==> src/rtl/prio_irq_pkg.sv <==
package prio_irq_pkg;
    localparam int NSRC  = 5;
    localparam int VEC_W = 16;
    localparam int NMASK = 3;

    typedef enum logic [2:0] {
        SRC_NMI  = 3'd0,
        SRC_EDGE = 3'd1,
        SRC_HI   = 3'd2,
        SRC_LO   = 3'd3,
        SRC_EXT  = 3'd4
    } src_e;

    localparam logic [VEC_W-1:0] VEC_NMI  = 16'h0024;
    localparam logic [VEC_W-1:0] VEC_EDGE = 16'h003C;
    localparam logic [VEC_W-1:0] VEC_HI   = 16'h0034;
    localparam logic [VEC_W-1:0] VEC_LO   = 16'h002C;
endpackage

==> src/rtl/prio_irq_edge.sv <==
module prio_irq_edge #(
    parameter bit HOLD_HIGH = 1'b0
) (
    input  logic clk,
    input  logic rst_n,
    input  logic din,
    input  logic clr,
    output logic pend
);
    typedef struct packed {
        logic prev;
        logic lat;
    } st_t;

    st_t st_d, st_q;
    logic rise, keep;

    always_comb begin
        rise = din & ~st_q.prev;
        keep = st_q.lat & ~clr;
        if (HOLD_HIGH) keep = keep & din;
        st_d.prev = din;
        st_d.lat  = rise | keep;
    end

    always_ff @(posedge clk or negedge rst_n) begin
        if (!rst_n) st_q <= '0;
        else        st_q <= st_d;
    end

    assign pend = st_q.lat;
endmodule

==> src/rtl/prio_irq_pick.sv <==
module prio_irq_pick #(
    parameter int N = 5
) (
    input  logic [N-1:0] req,
    output logic [N-1:0] grant,
    output logic         any
);
    logic [N:0] seen;
    assign seen[0] = 1'b0;

    for (genvar i = 0; i < N; i++) begin : g_chain
        assign grant[i]  = req[i] & ~seen[i];
        assign seen[i+1] = seen[i] | req[i];
    end

    assign any = seen[N];
endmodule

==> src/rtl/prio_irq_ctrl.sv <==
module prio_irq_ctrl
    import prio_irq_pkg::*;
(
    input  logic             clk,
    input  logic             rst_n,
    input  logic             nmi_req,
    input  logic             edge_req,
    input  logic             lvl_hi_req,
    input  logic             lvl_lo_req,
    input  logic             ext_req,
    input  logic [VEC_W-1:0] ext_vector,
    input  logic             en_pulse,
    input  logic             dis_pulse,
    input  logic             mask_wr,
    input  logic [NMASK-1:0] mask_wdata,
    input  logic             mask_clr_edge,
    input  logic             ack,
    output logic             irq_pending,
    output logic [VEC_W-1:0] irq_vector,
    output logic             ack_n,
    output logic             wake
);
    localparam int MB_EDGE = 2;
    localparam int MB_HI   = 1;
    localparam int MB_LO   = 0;

    typedef struct packed {
        logic             ie;
        logic [NMASK-1:0] mask;
        logic             ackn;
    } st_t;

    st_t st_d, st_q;

    logic            nmi_pend, edge_pend;
    logic            nmi_clr, edge_clr;
    logic [NSRC-1:0] req, grant;
    logic            any, accept;
    logic            ie_flag;

    assign accept = ack & any;
    assign nmi_clr  = accept & grant[SRC_NMI];
    assign edge_clr = (accept & grant[SRC_EDGE]) | (mask_wr & mask_clr_edge);

    prio_irq_edge #(.HOLD_HIGH(1'b1)) u_nmi (
        .clk(clk), .rst_n(rst_n), .din(nmi_req), .clr(nmi_clr), .pend(nmi_pend)
    );

    prio_irq_edge #(.HOLD_HIGH(1'b0)) u_edge (
        .clk(clk), .rst_n(rst_n), .din(edge_req), .clr(edge_clr), .pend(edge_pend)
    );

    always_comb begin
        req           = '0;
        req[SRC_NMI]  = nmi_pend;
        req[SRC_EDGE] = st_q.ie & ~st_q.mask[MB_EDGE] & edge_pend;
        req[SRC_HI]   = st_q.ie & ~st_q.mask[MB_HI] & lvl_hi_req;
        req[SRC_LO]   = st_q.ie & ~st_q.mask[MB_LO] & lvl_lo_req;
        req[SRC_EXT]  = st_q.ie & ext_req;
    end

    prio_irq_pick #(.N(NSRC)) u_pick (
        .req(req), .grant(grant), .any(any)
    );

    always_comb begin
        irq_vector = '0;
        for (int i = 0; i < NSRC; i++) begin
            if (grant[i]) begin
                case (src_e'(i))
                    SRC_NMI:  irq_vector = VEC_NMI;
                    SRC_EDGE: irq_vector = VEC_EDGE;
                    SRC_HI:   irq_vector = VEC_HI;
                    SRC_LO:   irq_vector = VEC_LO;
                    default:  irq_vector = ext_vector;
                endcase
            end
        end
    end

    always_comb begin
        st_d      = st_q;
        st_d.ackn = ~accept;
        if (accept && !grant[SRC_NMI]) st_d.ie = 1'b0;
        else if (dis_pulse)            st_d.ie = 1'b0;
        else if (en_pulse)             st_d.ie = 1'b1;
        if (mask_wr) st_d.mask = mask_wdata;
    end

    always_ff @(posedge clk or negedge rst_n) begin
        if (!rst_n) begin
            st_q.ie   <= 1'b0;
            st_q.mask <= '1;
            st_q.ackn <= 1'b1;
        end else begin
            st_q <= st_d;
        end
    end

    assign ie_flag     = st_q.ie;
    assign irq_pending = any;
    assign ack_n       = st_q.ackn;
    assign wake        = ~rst_n | any;
endmodule

==> config.mk <==
export PLATFORM = sky130hd
export DESIGN_NAME = prio_irq_ctrl
export DESIGN_NICKNAME = d
export VERILOG_FILES = /design/src/rtl/prio_irq_pkg.sv /design/src/rtl/prio_irq_edge.sv /design/src/rtl/prio_irq_pick.sv /design/src/rtl/prio_irq_ctrl.sv
export SDC_FILE = /design/constraint.sdc
export NUM_CORES = 1
export LEC_CHECK = 0
export CAP_MARGIN = 20
export CORE_MARGIN = 10
export CORE_UTILIZATION = 28
export DETAILED_ROUTE_END_ITERATION = 6
export GPL_TIMING_DRIVEN = 0
export PLACE_DENSITY = 0.73
export SLEW_MARGIN = 20
export SYNTH_ARGS = -nofsm -noshare
export SYNTH_HDL_FRONTEND = slang
export SYNTH_SLANG_ARGS = --single-unit
==> constraint.sdc <==
create_clock -name clk -period 1.55 [get_ports clk]
set_clock_uncertainty 0.05 [all_clocks]
set_input_delay 0.31 -clock clk [delete_from_list [all_inputs] [get_ports clk]]
set_output_delay 0.31 -clock clk [all_outputs]
set_load 0.01 [all_outputs]
Word level (Yosys, flattened, before mapping)
Index checks and enable logic that the tools add are counted.
Word-level totals
  bits in registers: 9
  bits of input ports: 31
  output and inout bits: 19
  logic and storage cells: 59
Cells by class
  multiplexer cells: 8
  bitwise logic cells: 41
  reductions and logical operators: 3
Operators by type and width (number)
  2-to-1 mux 16 bit: 4
  AND 1 bit: 20
  NOT 1 bit: 13
  OR 1 bit: 8
  2-to-1 mux 6 bit: 1
  2-to-1 mux 1 bit: 3
  nonzero test 3 bit: 1
  logical AND 1 bit: 1
  logical NOT 1 bit: 1

Logic depth before layout (Yosys ltp)
  word-level depth: 13
  gate-level depth with buffers: 5
  mapped depth without buffers: 3

Hierarchy
Synthesis repeated with hierarchy kept, for this count alone.
Unflattened totals
  cells, all modules: 60
  area total of the unflattened synthesis: 591.8 um^2
Modules (own cells, without submodules)
  prio_irq_ctrl: times used 1, cells an instance 44, area each 402.9 um^2, seq. area each 130.1 um^2
  prio_irq_edge (u_edge): times used 1, cells an instance 5, area each 70.1 um^2, seq. area each 50.0 um^2
  prio_irq_edge (u_nmi): times used 1, cells an instance 4, area each 63.8 um^2, seq. area each 50.0 um^2
  prio_irq_pick: times used 1, cells an instance 7, area each 55.1 um^2, seq. area each 0.0 um^2

Worst setup path after synthesis
Ideal clock, no wire load.
  kind: reg2out
  start point: register st_q[1] (netlist bit)
  end point: output irq_vector[10]
  data arrival time: 1.188 ns
  data required time: 1.190 ns
  slack: 0.002 ns
  stages on the path, launching flop included: 5
  path buffers: 1
  cell sequence: dfstp_2 nor2b_4 nor4_4 buf_4 and2_1
Between the ends
  longest elaborated chain between the ends: 7
  elaborated cells on any way between the ends: 9
  classes of those cells: 2 x mux; 7 x bitwise
Ends and longest elaborated chain
  from (decl): line prio_irq_ctrl.sv:33  | st_t st_d, st_q;
  from (signal assigned): line prio_irq_ctrl.sv:96  | st_q <= st_d;
  NOT 1 bit (*): line prio_irq_ctrl.sv:58  | req[SRC_LO] = st_q.ie & ~st_q.mask[MB_LO] & lvl_lo_req;
  AND 1 bit (*) (2 in series): line prio_irq_ctrl.sv:58
  OR 1 bit: line prio_irq_pick.sv:13  | assign seen[i+1] = seen[i] | req[i];
  NOT 1 bit: line prio_irq_pick.sv:12  | assign grant[i] = req[i] & ~seen[i];
  AND 1 bit: line prio_irq_pick.sv:12
  2-to-1 mux 16 bit (*): line prio_irq_ctrl.sv:69  | if (grant[i]) begin
  to (decl): line prio_irq_ctrl.sv:19  | output logic [VEC_W-1:0] irq_vector,
Mark *: on every way between the ends. The rest lies on a longest branch, timed or not.

Final worst setup path
  start point: register st_q[1] (netlist bit)
  end point: output irq_vector[9]
The elaborated chain is that of the path after synthesis.

==> qor.txt <==
status = finished, violations left
failing checks = setup timing
crit path kind = register to output port
HP Class = input port to async pin
initial antenna violation count = 0
Ys Warns = 0
Area contributors post-synth = dfrtp_1, dfstp_2, and2_1, mux2_1, nand2b_1
die height = 65.6 µm
combinational fraction of design power = 39.7%
Synth Area per Inst = 9.25 µm²
Max Cap Violations = 0
Non-Filler Instances = 155
gpl congestion = 0.851
Iter 0 DRT Violations = 23
area delta synth->final = 125%
antenna cells = 0
EDFF count, synth = 0
Longest Clk Path Bufs = 2
Power per Cell Area = 576 nW/µm²
worst skew pair latency = 0.25 ns
Yosys reg bits = 9
RSZ-0062 raised after global routing = true
Nets = 160
IO Port Bufs = 49
Syn Nets = 94
critical path's top delay family = flip-flops
count of final hold-check violations = 0
post-synthesis cell type count = 23
die width = 65.6 µm
origin of the critical flop-to-flop path = u_nmi.pend
post-DP HPWL = 1940 µm
total track usage = 10.5%
DR pass1 iterations = 2
largest area contributor in the netlist = dfrtp_1
Setup WS pre-CTS = -0.989 ns
Routed Antenna Nets = 0
most common cell in the netlist = and2_1
CP peak stage delay = 0.56 ns
internal power = 0.543 mW
die area = 4310 µm²
maximum net fanout on the critical path = 3
# fillers = 168
total clock sinks = 9
clock share of power = 23.3%
Tightest Pin Transition = 0.423 ns
leakage = 0.595 nW
Fmax achieved = 484 MHz
row cnt = 16
sequential power share = 37.0%
commonest register cell after synthesis = dfrtp_1
share of cells above drive strength 1 = 47.7%
worst path arrival time = 1.70 ns
largest net degree at the start of global routing = 11
DRC viols = 0
via/cell ratio = 4.59
Core ar. = 1960 µm²
most instantiated cells after synthesis = and2_1, dfrtp_1, nand2b_1
Worst slew margin = 71.8%
total gr overflow = 0
switch share = 28.2%
number of global-route vias before repair = 761
worst r2r dst = ie_flag
setup violators final = 18
DR vias = 711
P_sw = 0.214 mW
IO Pins = 50
TritonCTS clock tree = built
post-route cell area = 1310 µm²
Final Routed Wirelength = 2400 µm
R2R setup slack = 0.28 ns
Final WS setup = -0.515 ns
Routed wire per std cell = 15.5 µm
fin crit period = 2.06 ns
dpl cell area = 1110 µm²
Root Driver = clkbuf_4
CTS H-Tree Depth = 1
Initial Utilization = 29.7%
worst-path cell chain = nor2b_4 > nor4_4 > buf_2 > buf_6 > buf_6 > and2_4 > buf_6
path depth of the worst reg2reg path = 5
Critical Path End Type = output port
share of the synthesized area in the top cell type = 21.5%
CP Launch Type = register
Syn Std Cell Area = 583 µm²
slowest CP cell = dfstp_2
CTS buffer count = 3
crit share post-route = 133%
Synth async-reset ratio = 100%
Placed Cells = 139
most frequent cell on the critical path = buf_6
Seq/Total Area, Yosys = 39.5%
CP Buf/Inv Count = 4
Peak VDD IR = 0.579 mV
Mapped Cells = 63
clk slew on worst S/H paths = 0.06 ns
global-route wire length before repair = 3620 µm
Slew Limit Fails = 0
Req. time, crit path = 1.19 ns
Hold Buf Count CTS = 0
-- logic make-up after synthesis --
logic type / count (synthesis) / share of synthesized area (%)
multiplexers: 3 / 5.79
AO/OA/AOI/OAI: 12 / 13.1
flip-flops: 9 / 39.5
AND/OR/NAND/NOR: 33 / 36.9
buffers and inverters: 6 / 4.72
-- worst max-delay path by stage --
| stage | depth (start not counted) | slack [ns] | from | to |
|---|---|---|---|---|
| 2_1_floorplan | 4 | 0.002 | st_q[1] | irq_vector[10] |
| 3_3_place_gp | 6 | -0.94 | ext_req | irq_vector[11] |
| 3_5_place_dp | 6 | -0.99 | ext_req | irq_vector[11] |
| 4_1_cts | 7 | -0.56 | u_nmi.pend | irq_vector[9] |
| 5_1_grt | 7 | -0.58 | st_q[1] | irq_vector[9] |
| 6_report | 7 | -0.51 | st_q[1] | irq_vector[9] |
-- routing by layer --
| layer | routed length, µm | GRT usage [%] | up-vias | part of all wire (%) |
|---|---|---|---|---|
| met5 | 0 | 0 | - | 0 |
| met1 | 1080 | 12.3 | 320 | 45 |
| li1 | - | - | 347 | - |
| met2 | 1120 | 17.5 | 42 | 47 |
| met3 | 187 | 3.56 | 2 | 7.8 |
| met4 | 17 | 3.21 | 0 | 0.71 |
-- registers in the layout, summed over array words and instances (netlist names) --
| signal | cells |
|---|---|
| ie_flag | 1 |
| st_q | 3 |
| ack_n | 1 |
| u_edge.st_q | 1 |
| u_nmi.st_q | 1 |
| u_edge.pend | 1 |
| u_nmi.pend | 1 |
-- cells in the final DEF (no fill, tap or decap), drive strengths merged --
| cell type | n |
|---|---|
| nand3 | 1 |
| dfstp | 4 |
| o21ai | 4 |
| nor3 | 2 |
| nand2 | 2 |
| mux2 | 3 |
| nor4 | 1 |
| clkbuf | 5 |
| a21boi | 1 |
| nor2 | 3 |
| o211ai | 1 |
| clkdlybuf4s50 | 26 |
| nand2b | 5 |
| dlygate4sd2 | 5 |
| or2 | 1 |
| buf | 31 |
| a21oi | 1 |
| nand3b | 2 |
| and2 | 13 |
| inv | 4 |
| dfrtp | 5 |
| a31oi | 3 |
| nor2b | 3 |
| a41oi | 2 |
-- repair_timing --
action,4_1_cts,5_1_grt
endpoints found under the setup margin,19,18
gates resized for setup,110,8
pin swaps,12,2
cloned,1,0
setup buffers,9,2
-- cell type report --
class                           instances  area (µm²)  area share (%)
Timing Repair Buffer                   61         557            42.4
Buffer                                  2        22.5            1.72
Clock buffer                            4        26.3            2.00
Inverter                                4        15.0            1.14
Sequential cell                         9         231            17.6
Tap cell                               27        33.8            2.57
Multi-Input combinational cell         48         427            32.5
-- power by group through the flow --
stage	clock network (mW)	registers (mW)	logic, mW
after floorplan	0	0.278	0.0907
after global placement	0	0.280	0.235
after detailed placement	0	0.280	0.241
after CTS	0.185	0.280	0.287
after global routing	0.195	0.283	0.325
final	0.176	0.280	0.300
-- per-stage QoR --
stage / util [%] / total power, mW / setup TNS, ns / hold WS, ns
3_5_place_dp: 56.4 / 0.522 / -15.37 / 0.355
4_1_cts: 65.1 / 0.752 / -7.10 / 0.0547
5_1_grt: 66.9 / 0.803 / -7.79 / 0.0615
2_1_floorplan: - / 0.369 / 0 / -0.0356
6_report: 66.9 / 0.756 / -6.55 / 0.0393
3_3_place_gp: 56.4 / 0.515 / -14.61 / 0.346
Note: power is estimated with default switching activity, not from simulation.
